**src/rtl/posit_unpack.sv**
```systemverilog
module posit_unpack #(
  parameter int NBITS = 8,
  parameter int ES    = 0,
  parameter int SBITS = 5,
  parameter int FBITS = 5
) (
  input  logic             clk,
  input  logic             rst_n,
  input  logic             in_valid,
  input  logic [NBITS-1:0] in_word,
  output logic             out_valid,
  output logic             out_zero,
  output logic             out_nar,
  output logic             out_sign,
  output logic [SBITS-1:0] out_scale,
  output logic [FBITS-1:0] out_frac
);
  localparam int RW  = NBITS - 1;
  localparam int XW  = RW + ES + FBITS;
  localparam int CW  = $clog2(NBITS) + 2;
  localparam int ESW = (ES > 0) ? ES : 1;

  logic             neg, is_zero, is_nar, lead;
  logic [NBITS-1:0] mag;
  logic [RW-1:0]    body;
  logic [CW-1:0]    run, skip;
  logic [XW-1:0]    ext, sh;
  logic [ESW-1:0]   ex;
  logic [FBITS-1:0] frac;
  logic [SBITS-1:0] scale;
  logic             unused_tail;

  assign neg     = in_word[NBITS-1];
  assign is_zero = (in_word == '0);
  assign is_nar  = (in_word == {1'b1, {RW{1'b0}}});
  assign mag     = neg ? -in_word : in_word;
  assign body    = mag[RW-1:0];
  assign lead    = body[RW-1];

  always_comb begin
    logic stop;
    stop = 1'b0;
    run  = '0;
    for (int i = RW - 1; i >= 0; i--) begin
      if (!stop && body[i] == lead) run = run + 1'b1;
      else stop = 1'b1;
    end
  end

  assign skip = run + 1'b1;
  assign ext  = {body, {(ES + FBITS){1'b0}}};
  assign sh   = ext << skip;
  assign frac = sh[XW-1-ES -: FBITS];

  generate
    if (ES > 0) begin : g_exp
      assign ex = sh[XW-1 -: ES];
    end else begin : g_noexp
      assign ex = '0;
    end
  endgenerate

  always_comb begin
    int k, s;
    k = lead ? int'(run) - 1 : -int'(run);
    s = k * (2 ** ES) + int'(ex);
    scale = SBITS'(s);
  end

  assign unused_tail = ^{sh[RW-1:0], mag[NBITS-1]};

  always_ff @(posedge clk) begin
    if (!rst_n) begin
      out_valid <= 1'b0;
      out_zero  <= 1'b0;
      out_nar   <= 1'b0;
      out_sign  <= 1'b0;
      out_scale <= '0;
      out_frac  <= '0;
    end else begin
      out_valid <= in_valid;
      if (in_valid) begin
        out_zero <= is_zero;
        out_nar  <= is_nar;
        if (is_zero || is_nar) begin
          out_sign  <= 1'b0;
          out_scale <= '0;
          out_frac  <= '0;
        end else begin
          out_sign  <= neg;
          out_scale <= scale;
          out_frac  <= frac;
        end
      end
    end
  end
endmodule

```
**config.mk**
```make
export PLATFORM = sky130hd
export DESIGN_NAME = posit_unpack
export DESIGN_NICKNAME = d
export VERILOG_FILES = /design/src/rtl/posit_unpack.sv
export SDC_FILE = /design/constraint.sdc
export NUM_CORES = 1
export LEC_CHECK = 0
export BUFFER_PORTS_ARGS = -buffer_cell sky130_fd_sc_hd__buf_4
export CORE_MARGIN = 2
export CORE_UTILIZATION = 50
export CTS_BUF_LIST = sky130_fd_sc_hd__clkbuf_16
export CTS_CLUSTER_DIAMETER = 150
export DETAILED_ROUTE_END_ITERATION = 12
export PLACE_DENSITY = 0.82
export RECOVER_POWER = 100
export SYNTH_ARGS = -nofsm -noshare
export SYNTH_HDL_FRONTEND = slang
export SYNTH_SLANG_ARGS = --single-unit
```
**constraint.sdc**
```tcl
create_clock -name clk -period 6.3 [get_ports clk]
set_input_delay 1.26 -clock clk [delete_from_list [all_inputs] [get_ports clk]]
set_output_delay 1.26 -clock clk [all_outputs]
set_load 0.01 [all_outputs]
```
==> flow_summary.yaml, run 1 <==
worst_setup_path:
  slowest_delay_ns: 0.54
  crit_family: "compound AO/OA/AOI/OAI gates"
  cp_common_cell: "ha_1"
  crit_type: "primary input to flop"
  critPathMaxFanout: 10
  cp-end-kind: "flop"
  cpMaxStageDelayCell: "xnor2_1"
  path_buf_inv: 3
  arrival_ns: 5.75
  path_cells: "buf_4, inv_1, ha_1, nand2b_1, xor2_1, a21oi_1, o22ai_2, inv_1, ha_1, a21o_1, ha_1, nand2_1, a21boi_0, or2_2, ha_1, xnor2_1, nand3_1, o41ai_1"
  worstPathRequired_ns: 6.41
  startpoint_type: "primary input"
logic_synthesis:
  yosysSeqAreaShare: 0.2076
  synth_warnings: 0
  synth_area_um2: 1350
  synthCells: 172
  synthTopCellsByArea: "dfxtp_1 21%, a21oi_1 5.9%, nand2_1 5.8%, ha_1 5.6%, xnor2_1 3.2%"
  syn_nets: 189
  synth_top_area_share: 0.2076
  yosys.cell_types.count: 58
  synth-seq-cells: 14
  yosysTopAreaCell: "dfxtp_1"
  synth_edf_count: 0
  syn_area_per_cell_um2: 7.849
  ys.flop_type: "dfxtp_1"
  async_flop_share: 0
clocking:
  cts.htree.levels: 1
  clk_latency_ns: 0.24
  cts-root-buf: "clkbuf_16"
  ctsHoldBuffers: 0
  clk_pin_slew_ns: 0.04
  clkSinkCount: 14
  post_cts_buffers: 0
  cts_inserted_buffers: 3
  clockBufferDepth: 2
  post_cts_resized: 0
  cts_tree: "done"
placement:
  port_buffers: 24
  dpl.hpwl_um: 2731
  placedInstanceArea_um2: 1543
  finalWeightedCongestion: 1.043
grt:
  grt_pass1_wl_um: 6279
  track_usage: 0.2465
  grt-ovfl-total: 0
  grt_max_degree: 16
  grt_pass1_vias: 1330
  busiest_layer: "met2"
  grt.met3_usage: 0.03953
  grtUsageMet2: 0.3983
  antenna_found_initial: 0
  grt_use_met1: 0.3338
sta:
  tightestPinTransition_ns: 0.6667
  clock_skew_ns: 0
  fmax_mhz: 177.1
  finalCritPeriodShare: 0.8962
  setup_violations: 0
  grt_setup_unrepaired: "false"
  finalSetupTns_ns: 0
  hold_viol_final: 0
  post-route-min-period_ns: 5.646
  drv_slew: 0
  slew-limit-headroom: 0.5514
routing:
  drc: 0
  drtAntennaViolNets: 0
  wl_um: 3790
  drt_iter0_drc: 73
  post_drt_wl_per_cell_um: 16.77
  num_vias: 1416
  viasPerCell: 6.265
  drt_pass1_iterations: 6
pwr:
  max-vdd-ir-drop_uv: 289.5
  p_leak_nw: 0.6070
  power_density_nw_per_um2: 240.5
final_layout:
  syn_to_final_growth_pct: 15.38
  final_common_cell: "nand2_1"
  fill_cells: 244
  drive_above_1_share: 0.1480
  layout_common_cells: "21 x nand2_1, 16 x a21oi_1, 15 x clkbuf_1, 14 x dfxtp_1, 11 x nor2_1"
  diodes: 0
  fin_area_um2: 1558
  fin_nets: 214
die:
  ios: 25
  die_area_um2: 3132
  start_util: 0.5352
  die_y_um: 55.96
  die_w_um: 55.96
  design.core.area_um2: 2522
  num_rows: 18
hold_path:
  hold_path_class: "flop to flop"
status:
  status: "completed"
job:
  drv_cap: 0
-- per-stage QoR --
stage | util | instances | setup slack [ns] | power [mW] | hold WS, ns
detailed placement | 0.6116 | 222 | 0.6988 | 0.2602 | 0.4511
global placement | 0.6116 | 222 | 0.8092 | 0.2555 | 0.4422
global route | 0.6176 | 226 | 0.2900 | 0.3961 | 0.4887
floorplan | - | 172 | 1.129 | 0.2169 | 0.4709
finish | 0.6176 | 226 | 0.6542 | 0.3747 | 0.4700
CTS | 0.6429 | 226 | 0.8660 | 0.3844 | 0.4709
-- worst reg2reg max path, cell delays in order, from the launching register on --
cell and delay [ns]:
dfxtp_1 0.34, nand2_1 0.08, and2_1 0.16, a221oi_2 0.22
-- flip-flops by register name, indices dropped and copies added (netlist names) --
name,cells
out_frac,5
out_nar,1
out_scale,5
out_sign,1
out_valid,1
out_zero,1
-- cell families (layout without fill, tap and decap cells) --
logic type,count (synthesis),after routing,share of synthesized area
AOI/OAI and AO/OA,55,55,0.3253
DFF,14,14,0.2076
adders and majority gates,6,6,0.05561
muxes,2,2,0.01483
xor gates and xnor gates,8,8,0.05746
and+or+nand+nor,71,71,0.2873
buffers and inverters,16,40,0.05190
-- layer usage --
layer | share of wire | wire (um)
met5 | 0 | 0
met4 | 0.022 | 83
met3 | 0.058 | 219
met2 | 0.49 | 1860
met1 | 0.43 | 1626
-- final timing paths --
check	from	end	slack [ns]	cells after the start
max	in_word[0]	out_frac[1]	0.65	18
max reg2reg	out_frac[3]	out_frac[3]	5.42	3
min reg2reg	out_zero	out_zero	0.47	2
min	out_zero	out_zero	0.47	2
-- power breakdown --
| part | total, mW | internal [mW] | switching, mW |
|---|---|---|---|
| sequential | 0.103 | 0.0983 | 0.00494 |
| combinational | 0.151 | 0.0575 | 0.0939 |
| clock | 0.120 | 0.0839 | 0.0362 |
| total | 0.375 | 0.240 | 0.135 |
-- cells in the mapped netlist (all sizes together) (5+ instances only) --
| library cell | count |
|---|---|
| nand2 | 21 |
| a21oi | 16 |
| dfxtp | 14 |
| nor2 | 12 |
| inv | 10 |
| ha | 6 |
| nand2b | 6 |
| nor3 | 6 |
| o21ai | 6 |
| xnor2 | 6 |
| nand3 | 5 |
| or2 | 5 |
-- layout make-up --
cell class	count	area [um2]	share of cell area
Inverter	12	45.04	0.02892
Clock inverter	1	3.754	0.002410
Multi-Input combinational cell	142	992.2	0.6369
Tap cell	30	37.54	0.02410
Sequential cell	14	280.3	0.1799
Timing Repair Buffer	24	123.9	0.07952
Clock buffer	3	75.07	0.04819
No activity file was read; power rests on OpenSTA's default activity.
==> run 2, diff against run 1 <==
- RECOVER_POWER: 100 -> unset
==> run 2 against run 1 <==
Effect of this change: sequential power barely moved; sequential share of layout area is 0.71 points lower; clock skew unchanged; clock power barely moved; core utilization grew 2.5 points; register-to-register slack about the same; first-iteration DRC count increased by 16%; worst setup slack improved by 0.13 ns; via count increased by 0.64%; non-clock buffer count is the same; die area unchanged; total power increased by 3.0%; critical endpoint is now out_frac[4].
==> flow_summary.yaml, run 2 (synthesized netlist as in run 1, its figures left out) <==
routing:
  wl_um: 3777
  drc: 0
  drtAntennaViolNets: 0
  post_drt_wl_per_cell_um: 16.71
  drt_pass1_iterations: 4
  drt_iter0_drc: 85
  viasPerCell: 6.305
  num_vias: 1425
sta:
  setup_violations: 0
  clock_skew_ns: 0
  fmax_mhz: 181.4
  slew-limit-headroom: 0.5463
  finalCritPeriodShare: 0.8748
  finalSetupTns_ns: 0
  hold_viol_final: 0
  post-route-min-period_ns: 5.511
  tightestPinTransition_ns: 0.6743
  holdWs_ns: 0.4704
  drv_slew: 0
  grt_setup_unrepaired: "false"
hold_path:
  hold_depth: 2
  hp-start: "out_frac[0]"
  whs_endpoint: "out_frac[0]"
  hold_path_class: "flop to flop"
worst_setup_path:
  r2r-end: "out_frac[3]"
  regToRegSetupSlack_ns: 5.41
  reg2reg_depth: 3
  crit_type: "primary input to flop"
  critPathMaxFanout: 11
  startpoint_type: "primary input"
  worstPathRequired_ns: 6.46
  arrival_ns: 5.67
  cp-end-kind: "flop"
  rr_startpoint: "out_frac[3]"
final_layout:
  diodes: 0
  drive_above_1_share: 0.2296
  reg_top3: "out_frac: 5 flops, out_scale: 5 flops"
  final_util: 0.6429
  layout_common_cells: "24 x buf_4, 21 x nand2_1, 16 x a21oi_1, 14 x dfxtp_1, 11 x nor2_1"
  syn_to_final_growth_pct: 20.11
  fin_nets: 214
  final_common_cell: "buf_4"
  fin_area_um2: 1622
die:
  ios: 25
  num_rows: 18
  design.core.area_um2: 2522
  start_util: 0.5352
  die_area_um2: 3132
  die_w_um: 55.96
  die_y_um: 55.96
clocking:
  cts_tree: "done"
  cts_inserted_buffers: 3
  clockBufferDepth: 2
  cts-root-buf: "clkbuf_16"
  cts.htree.levels: 1
  clkSinkCount: 14
  post_cts_buffers: 0
  ctsHoldBuffers: 0
  post_cts_resized: 0
  clk_latency_ns: 0.25
  clk_pin_slew_ns: 0.05
grt:
  grt_pass1_vias: 1330
  grt_pass1_wl_um: 6279
  grt_max_degree: 16
  antenna_found_initial: 0
  track_usage: 0.2465
  grt-ovfl-total: 0
pwr:
  swShare: 0.3554
  finalPower_uw: 386.0
  pwr-share-clk: 0.314
  p_leak_nw: 0.6729
  power_density_nw_per_um2: 238.1
  p_sw_uw: 137.2
  max-vdd-ir-drop_uv: 294.9
  pwr-share-seq: 0.268
  p_comb_frac: 0.418
  power.internal_uw: 248.8
status:
  status: "completed"
placement:
  finalWeightedCongestion: 1.043
  placedInstanceArea_um2: 1543
  dpl.hpwl_um: 2731
  port_buffers: 24
job:
  drv_cap: 0
## run 2: cell count changes in the layout (fill, tap and decap cells not counted), sizes merged
cell,before,now
buf,9,24
clkbuf,18,3
## run 2: worst max-delay path, stage by stage
cell and delay (ns):
buf_4 0.16, inv_1 0.09, ha_1 0.25, nand2b_1 0.20, xor2_1 0.45, a21oi_1 0.16, o22ai_2 0.37, inv_1 0.23
ha_1 0.35, a21o_1 0.17, ha_1 0.32, nand2_1 0.06, a21boi_0 0.06, or2_2 0.28, ha_1 0.49, inv_1 0.17
o311a_1 0.39, o21ai_1 0.19
## run 2: worst max path at each step
stage                          start           to  cells past startpoint
final                     in_word[0]  out_frac[4]                     18
after global routing      in_word[0]  out_frac[1]                     18
after CTS                 in_word[0]  out_frac[4]                     18
after detailed placement  in_word[0]  out_frac[3]                     20
after global placement    in_word[0]  out_frac[3]                     20
after floorplan           in_word[0]  out_frac[3]                     21
## run 2: layer usage
| layer | share of wire | global-route usage | vias up |
|---|---|---|---|
| li1 | - | - | 674 |
| met1 | 0.41 | 0.3338 | 657 |
| met2 | 0.49 | 0.3983 | 80 |
| met3 | 0.076 | 0.03953 | 14 |
| met4 | 0.025 | 0.08163 | 0 |
| met5 | 0 | 0 | - |
## run 2: power by group through the flow
stage	Combinational (mW)	Clock, mW	Sequential [mW]
4_1_cts	0.159	0.122	0.103
2_1_floorplan	0.108	0	0.109
6_report	0.161	0.121	0.103
3_3_place_gp	0.151	0	0.104
3_5_place_dp	0.155	0	0.105
5_1_grt	0.176	0.126	0.104
## run 2: stage by stage
step	cells	setup slack [ns]
3_5_place_dp	222	0.6988
5_1_grt	226	0.5119
2_1_floorplan	172	1.129
6_report	226	0.7886
3_3_place_gp	222	0.8092
4_1_cts	226	0.8660
## run 2: area by class of cell
| class | count | area [um2] |
|---|---|---|
| Fill cell | 224 | 900.9 |
| Timing Repair Buffer | 24 | 180.2 |
| Tap cell | 30 | 37.54 |
| Inverter | 12 | 45.04 |
| Sequential cell | 14 | 280.3 |
| Clock inverter | 1 | 3.754 |
| Clock buffer | 3 | 75.07 |
| Multi-Input combinational cell | 142 | 999.7 |
